**src/rtl/i2cm_pkg.sv**
```systemverilog
package i2cm_pkg;

    typedef enum logic [1:0] {
        OP_START   = 2'd0,
        OP_RESTART = 2'd1,
        OP_STOP    = 2'd2,
        OP_BYTE    = 2'd3
    } op_e;

    localparam logic [2:0] A_CTRL = 3'd0;
    localparam logic [2:0] A_DATA = 3'd1;
    localparam logic [2:0] A_STAT = 3'd2;
    localparam logic [2:0] A_MASK = 3'd3;
    localparam logic [2:0] A_PAD  = 3'd4;
    localparam logic [2:0] A_DIV  = 3'd5;

    localparam logic [1:0] CMD_BEGIN = 2'd1;
    localparam logic [1:0] CMD_END   = 2'd2;

    localparam logic [3:0] ACK_BIT = 4'd8;

    typedef struct packed {
        logic scl_lo;
        logic sda_lo;
    } lines_t;

    // Final step index of a framing sequence.
    function automatic logic [1:0] last_step(op_e op);
        case (op)
            OP_START:   return 2'd1;
            OP_RESTART: return 2'd3;
            default:    return 2'd2;
        endcase
    endfunction

    // Line levels held during a step of a framing sequence.
    function automatic lines_t cmd_levels(op_e op, logic [1:0] step);
        lines_t r;
        r = '{scl_lo: 1'b0, sda_lo: 1'b0};
        case (op)
            OP_START: begin
                case (step)
                    2'd0:    r = '{scl_lo: 1'b0, sda_lo: 1'b1};
                    default: r = '{scl_lo: 1'b1, sda_lo: 1'b1};
                endcase
            end
            OP_RESTART: begin
                case (step)
                    2'd0:    r = '{scl_lo: 1'b1, sda_lo: 1'b0};
                    2'd1:    r = '{scl_lo: 1'b0, sda_lo: 1'b0};
                    2'd2:    r = '{scl_lo: 1'b0, sda_lo: 1'b1};
                    default: r = '{scl_lo: 1'b1, sda_lo: 1'b1};
                endcase
            end
            default: begin
                case (step)
                    2'd0:    r = '{scl_lo: 1'b1, sda_lo: 1'b1};
                    2'd1:    r = '{scl_lo: 1'b0, sda_lo: 1'b1};
                    default: r = '{scl_lo: 1'b0, sda_lo: 1'b0};
                endcase
            end
        endcase
        return r;
    endfunction

    // Line levels during phase ph (0 setup, 1 high, 2 hold) of bit bi.
    function automatic lines_t byte_levels(logic [7:0] b, logic [3:0] bi,
                                           logic [1:0] ph);
        lines_t r;
        logic [2:0] sel;
        sel      = 3'd7 - bi[2:0];
        r.scl_lo = (ph != 2'd1);
        r.sda_lo = (bi < ACK_BIT) ? ~b[sel] : 1'b0;
        return r;
    endfunction

endpackage

```
**src/rtl/i2cm_tick.sv**
```systemverilog
module i2cm_tick #(
    parameter int DIV_W = 8
) (
    input  logic             clk,
    input  logic             rst,
    input  logic             run,
    input  logic             clear,
    input  logic [DIV_W-1:0] div,
    output logic             tick
);
    logic [DIV_W-1:0] cnt;
    logic [DIV_W-1:0] dmax;

    always_comb begin
        dmax = (div == '0) ? '0 : div - 1'b1;
        tick = run && (cnt == dmax);
    end

    always_ff @(posedge clk) begin
        if (rst || clear) begin
            cnt <= '0;
        end else if (run) begin
            cnt <= tick ? '0 : cnt + 1'b1;
        end
    end
endmodule

```
**src/rtl/i2cm_seq.sv**
```systemverilog
module i2cm_seq
    import i2cm_pkg::*;
(
    input  logic       clk,
    input  logic       rst,
    input  logic       go,
    input  op_e        op,
    input  logic [7:0] byte_in,
    input  logic       tick,
    input  logic       sda_in,
    output logic       active,
    output logic       done,
    output logic       done_byte,
    output logic       nak,
    output lines_t     lines
);
    op_e        op_q;
    logic [1:0] step;
    logic [3:0] bitidx;
    logic [1:0] ph;
    logic [7:0] byte_q;
    logic       is_last;
    logic [3:0] nxt_bit;
    logic [1:0] nxt_ph;

    always_comb begin
        if (op_q == OP_BYTE) begin
            is_last = (bitidx == ACK_BIT) && (ph == 2'd2);
        end else begin
            is_last = (step == last_step(op_q));
        end
        done      = active && tick && is_last;
        done_byte = done && (op_q == OP_BYTE);
        nxt_ph    = (ph == 2'd2) ? 2'd0 : ph + 2'd1;
        nxt_bit   = (ph == 2'd2) ? bitidx + 4'd1 : bitidx;
    end

    always_ff @(posedge clk) begin
        if (rst) begin
            active <= 1'b0;
            op_q   <= OP_START;
            step   <= '0;
            bitidx <= '0;
            ph     <= '0;
            byte_q <= '0;
            nak    <= 1'b0;
            lines  <= '{scl_lo: 1'b0, sda_lo: 1'b0};
        end else if (go && !active) begin
            active <= 1'b1;
            op_q   <= op;
            step   <= '0;
            bitidx <= '0;
            ph     <= '0;
            byte_q <= byte_in;
            lines  <= (op == OP_BYTE) ? byte_levels(byte_in, 4'd0, 2'd0)
                                      : cmd_levels(op, 2'd0);
        end else if (active && tick) begin
            if (op_q == OP_BYTE && bitidx == ACK_BIT && ph == 2'd1) begin
                nak <= sda_in;
            end
            if (is_last) begin
                active <= 1'b0;
            end else if (op_q == OP_BYTE) begin
                ph     <= nxt_ph;
                bitidx <= nxt_bit;
                lines  <= byte_levels(byte_q, nxt_bit, nxt_ph);
            end else begin
                step  <= step + 2'd1;
                lines <= cmd_levels(op_q, step + 2'd1);
            end
        end
    end
endmodule

```
**src/rtl/i2cm_regs.sv**
```systemverilog
module i2cm_regs
    import i2cm_pkg::*;
#(
    parameter int DIV_W     = 8,
    parameter int RESET_DIV = 63
) (
    input  logic             clk,
    input  logic             rst,
    input  logic             we,
    input  logic [2:0]       addr,
    input  logic [7:0]       wdata,
    output logic [7:0]       rdata,
    output logic             irq,
    input  logic             eng_active,
    input  logic             eng_done,
    input  logic             eng_done_byte,
    input  logic             eng_nak,
    output logic             go,
    output op_e              op,
    output logic [7:0]       tx_byte,
    output logic             pad_off,
    output logic [DIV_W-1:0] div,
    output logic [7:0]       stat_vec
);
    logic       ctrl_en, ctrl_qual, nak_flag;
    logic [1:0] ctrl_cmd;
    logic [7:0] data_q, mask_q;
    logic       st_noack, st_txe, st_err, st_done;
    logic       wr_ctrl, wr_data, wr_stat, rejected, launch_cmd, launch_byte;
    logic [7:0] clr;

    always_comb begin
        wr_ctrl     = we && (addr == A_CTRL);
        wr_data     = we && (addr == A_DATA);
        wr_stat     = we && (addr == A_STAT);
        rejected    = (wr_ctrl || wr_data) && eng_active;
        launch_cmd  = wr_ctrl && !eng_active && wdata[0] &&
                      (wdata[2:1] == CMD_BEGIN || wdata[2:1] == CMD_END);
        launch_byte = wr_data && !eng_active && ctrl_en;
        go          = launch_cmd || launch_byte;
        if (launch_byte)                 op = OP_BYTE;
        else if (wdata[2:1] == CMD_END)  op = OP_STOP;
        else if (wdata[3])               op = OP_RESTART;
        else                             op = OP_START;
        tx_byte  = wdata;
        clr      = wr_stat ? wdata : 8'h00;
        stat_vec = {eng_active, 3'b000, st_done, st_err, st_txe, st_noack};
        irq      = |(stat_vec & mask_q);
        case (addr)
            A_CTRL:  rdata = {4'b0000, nak_flag, ctrl_cmd, ctrl_en};
            A_DATA:  rdata = data_q;
            A_STAT:  rdata = stat_vec;
            A_MASK:  rdata = mask_q;
            A_PAD:   rdata = {5'b00000, pad_off, 2'b00};
            A_DIV:   rdata = 8'(div);
            default: rdata = 8'h00;
        endcase
    end

    always_ff @(posedge clk) begin
        if (rst) begin
            ctrl_en   <= 1'b0;
            ctrl_cmd  <= 2'd0;
            ctrl_qual <= 1'b0;
            nak_flag  <= 1'b0;
            data_q    <= '0;
            mask_q    <= '0;
            pad_off   <= 1'b1;
            div       <= DIV_W'(RESET_DIV);
            st_noack  <= 1'b0;
            st_txe    <= 1'b0;
            st_err    <= 1'b0;
            st_done   <= 1'b0;
        end else begin
            if (wr_ctrl && !eng_active) begin
                ctrl_en   <= wdata[0];
                ctrl_cmd  <= wdata[2:1];
                ctrl_qual <= wdata[3];
            end
            if (wr_data && !eng_active) data_q <= wdata;
            if (we && addr == A_MASK)   mask_q <= wdata;
            if (we && addr == A_PAD)    pad_off <= wdata[2];
            if (we && addr == A_DIV)    div <= wdata[DIV_W-1:0];
            if (eng_done_byte)          nak_flag <= eng_nak;
            st_noack <= (st_noack & ~clr[0]) | (eng_done_byte & eng_nak);
            st_txe   <= (st_txe   & ~clr[1]) | eng_done_byte;
            st_err   <= (st_err   & ~clr[2]) | rejected;
            st_done  <= (st_done  & ~clr[3]) | eng_done;
        end
    end

    logic unused_qual;
    assign unused_qual = ctrl_qual;
endmodule

```
**src/rtl/i2c_byte_master.sv**
```systemverilog
module i2c_byte_master
    import i2cm_pkg::*;
#(
    parameter int DIV_W     = 8,
    parameter int RESET_DIV = 63
) (
    input  logic       clk,
    input  logic       rst,
    input  logic       reg_we,
    input  logic [2:0] reg_addr,
    input  logic [7:0] reg_wdata,
    output logic [7:0] reg_rdata,
    output logic       irq,
    output logic       scl_oe,
    output logic       sda_oe,
    input  logic       sda_in
);
    logic             go, tick, eng_active, eng_done, eng_done_byte, eng_nak;
    logic             pad_off;
    op_e              op;
    logic [7:0]       tx_byte, stat_vec;
    logic [DIV_W-1:0] div;
    lines_t           lines;

    i2cm_regs #(.DIV_W(DIV_W), .RESET_DIV(RESET_DIV)) u_regs (
        .clk(clk), .rst(rst), .we(reg_we), .addr(reg_addr), .wdata(reg_wdata),
        .rdata(reg_rdata), .irq(irq), .eng_active(eng_active),
        .eng_done(eng_done), .eng_done_byte(eng_done_byte), .eng_nak(eng_nak),
        .go(go), .op(op), .tx_byte(tx_byte), .pad_off(pad_off), .div(div),
        .stat_vec(stat_vec)
    );

    i2cm_tick #(.DIV_W(DIV_W)) u_tick (
        .clk(clk), .rst(rst), .run(eng_active), .clear(go), .div(div),
        .tick(tick)
    );

    i2cm_seq u_seq (
        .clk(clk), .rst(rst), .go(go), .op(op), .byte_in(tx_byte),
        .tick(tick), .sda_in(sda_in), .active(eng_active), .done(eng_done),
        .done_byte(eng_done_byte), .nak(eng_nak), .lines(lines)
    );

    assign scl_oe = lines.scl_lo & ~pad_off;
    assign sda_oe = lines.sda_lo & ~pad_off;
endmodule

```
**config.mk**
```make
export PLATFORM = sky130hd
export DESIGN_NAME = i2c_byte_master
export DESIGN_NICKNAME = d
export VERILOG_FILES = /design/src/rtl/i2cm_pkg.sv /design/src/rtl/i2cm_tick.sv /design/src/rtl/i2cm_seq.sv /design/src/rtl/i2cm_regs.sv /design/src/rtl/i2c_byte_master.sv
export SDC_FILE = /design/constraint.sdc
export NUM_CORES = 1
export LEC_CHECK = 0
export ABC_AREA = 1
export BUFFER_PORTS_ARGS = -buffer_cell sky130_fd_sc_hd__buf_4
export CORE_UTILIZATION = 60
export CTS_CLUSTER_SIZE = 8
export DETAILED_ROUTE_END_ITERATION = 7
export PLACE_DENSITY = 0.8
export SYNTH_ARGS = -nofsm -noshare
export SYNTH_HDL_FRONTEND = slang
export SYNTH_SLANG_ARGS = --single-unit
```
**constraint.sdc**
```tcl
create_clock -name clk -period 2.1 [get_ports clk]
set_input_delay 0.42 -clock clk [delete_from_list [all_inputs] [get_ports clk]]
set_output_delay 0.42 -clock clk [all_outputs]
set_load 0.01 [all_outputs]
```
==> run metrics <==
Skew-Pair Late Insertion Delay=0.35 ns; Cell Area, Placed=3810 sq um; Worst setup EP type=flop; Min-Delay Path Class=input pin to flop; number of max-cap violations=0; vias in the first global route=3304; status=finished clean; post-route insts no fill=634; TritonCTS clock tree=done; slew margin rel.=65.7%; Netlist Area Pre-Place=3490 sq um; worst path arrival time=2.21 ns; total congestion overflow=0; Die ar.=6120 sq um; Antenna Cells=0; via count=3682; Post-DRT Antenna Nets=0; Lkg Pwr=1.76 nW; antenna violations before repair=0; final worst path period need=1.98 ns; post-route cell area=4180 sq um; GPL Wtd Cong=1.05; hold path depth=3; total track usage=32.2%; crit-path leading delay family=simple AND/OR/NAND/NOR gates; Max clock buf depth=2; Tcrit/Tclk final=94.1%; Die Span X=78.2 microns; Ports=26; Synth top area share=36.2%; crit path max fanout=6; drt total wl=9490 microns; f_max=506 MHz; Cells after Synth=512; Slowest-stage cell, CP=dfxtp_2; Post-synth top flop=dfxtp_1; number of synthesized flops with an enable pin=0; core area=5540 sq um; sequential share of the synthesized area=36.2%; HPWL Detailed=6690 microns; clk root buf=clkbuf_8; reg2reg end=u_seq.step[0]; DRT iter0 DRCs=407; Worst Tran Pin Value=0.510 ns; yosys warns=0; hold path start=sda_in; drt drc=0; cell with the most instances after synthesis=nand2_1; cells on worst reg2reg path=14; CP Cell Sequence=inv_4, ha_1, nand2_2, clkinv_4, nand2_8, nand2_1, nand2_1, nand2_1, nor2_2, nand2_2, nor2_4, nand4_1, nand2_1, a21oi_2; clk slew on worst S/H paths=0.08 ns; WP buf/inv=2; number of cell rows=27; Mean Syn Cell Area=6.81 sq um; Stages on worst setup path=14; setup TNS=0 ns; largest net degree at the start of global routing=28; Distinct cells, synth=36; dpl cells=612; total CTS buffers=9; RSZ-0062 raised after global routing=true; TritonRoute pass-1 iters=5; PD cells=612 nW/um^2; CTS H-tree depth=3; Setup crit start kind=flop; WP data required=2.33 ns; max incr delay on CP=0.36 ns; maximum vdd drop=0.000560 V; fraction of layout instances using a drive strength above 1=19.8%; hold worst-path end=u_seq.nak; average vias per placed instance=5.81; fin nets=579; area growth from synthesis to layout=19.8%; number of port buffers=25; Initial Util=62.9%; CP Class=flop to flop; Layout Skew=0.0166 ns; first-pass GRT wire length=15300 microns; DR WL/cell=15.0 microns; Sink Count=63; Hold-fix buffers, CTS=0; fin. max-slew vios=0; Reg2Reg Setup Slack=0.12 ns; origin of the critical flop-to-flop path=u_regs.div[0]; Worst path most repeated cell=nand2_1; top cells by area, synth=dfxtp_1 36%, nand2_1 11%, a21oi_1 6.6%; Final Hold Viols=0; syn nets=534; Synth Register Bits=63; list of most frequent post-synthesis cells=106 x nand2_1, 63 x dfxtp_1, 59 x inv_1, 53 x nor2_1, 46 x a21oi_1; setup violators final=0; ys async rst share=0%; height of the die=78.2 microns; area leader, netlist=dfxtp_1
[kinds of logic (layout without fill, tap and decap cells)]
family	Yosys count	in the layout	share of synthesized area [%]
and+or+nand+nor	235	238	30.9
AOI/OAI and AO/OA	118	118	19.1
buffers and inverters	81	128	9.33
DFF	63	63	36.2
xor gates and xnor gates	8	8	2.01
adders and majority gates	7	7	2.51
[state kept, by name, summed over array words and instances (netlist names), 2 cells and up]
signal / cells
u_regs.div: 8
u_regs.data_q: 8
u_tick.cnt: 8
u_seq.byte_q: 8
u_seq.ph: 2
u_seq.step: 2
u_regs.mask_q: 8
u_seq.bitidx: 4
u_seq.op_q: 2
u_seq.lines: 2
u_regs.ctrl_cmd: 2
[layout make-up]
class,instances,area [sq um]
Sequential cell,63,1270
Timing Repair Buffer,44,330
Fill cell,447,1360
Inverter,68,268
Clock buffer,11,151
Clock inverter,5,56.3
Tap cell,72,90.1
Multi-Input combinational cell,371,2010
[routing by layer]
metal	GRT usage [%]	up-vias	share of wire, %
met5	0	-	0
met3	5.70	34	7.5
li1	-	1801	-
met4	13.3	0	2.8
met2	53.2	177	47
met1	41.3	1670	42
[where the power goes]
part	total, mW	switching [mW]	internal, mW
combinational	0.220	0.138	0.0814
sequential	1.23	0.0169	1.22
clock	1.10	0.492	0.611
[cells in the final DEF, fill, tap and decap left out, drive strengths merged, types with 11 or more instances in the layout]
cell type  Yosys  final
nand2        111    113
o21ai         49     49
nor2          61     61
nand4         18     19
clkbuf         9     11
nand3         36     36
inv           68     67
dfxtp         63     63
a21oi         46     46
buf            4     44
[how the worst max path moves through the flow]
stage | start | to | slack, ns
6_report | u_regs.div[0] | u_seq.step[0] | 0.12
5_1_grt | u_regs.div[0] | u_seq.bitidx[0] | -0.07
4_1_cts | u_regs.div[1] | u_seq.lines[0] | 0.02
3_5_place_dp | u_regs.div[1] | u_seq.ph[1] | -0.01
3_3_place_gp | u_regs.div[1] | u_seq.bitidx[2] | 0.07
2_1_floorplan | u_regs.div[0] | u_seq.bitidx[1] | 0.28
[through the flow]
step / hold WS, ns / total power, mW / utilization, % / setup slack (ns)
6_report: 0.301 / 2.56 / 75.4 / 0.125
4_1_cts: 0.300 / 2.55 / 72.8 / 0.0165
5_1_grt: 0.332 / 2.65 / 75.4 / -0.0746
2_1_floorplan: 0.424 / 1.37 / - / 0.276
3_3_place_gp: 0.438 / 1.46 / 68.9 / 0.0748
3_5_place_dp: 0.442 / 1.47 / 68.9 / -0.0100
[worst register-to-register path: stages (launching register included)]
cell	delay [ns]
dfxtp_2	0.36
inv_4	0.06
ha_1	0.20
nand2_2	0.10
clkinv_4	0.10
nand2_8	0.09
nand2_1	0.07
nand2_1	0.06
nand2_1	0.05
nor2_2	0.10
nand2_2	0.09
nor2_4	0.20
nand4_1	0.18
nand2_1	0.14
a21oi_2	0.06
[timing repair]
item | in CTS | in global routing
setup buffers | 0 | 3
setup endpoints to repair | 6 | 24
pin swaps | 0 | 8
resized for setup | 1 | 29
gates cloned | 0 | 3
(Power assumes the default switching activity.)
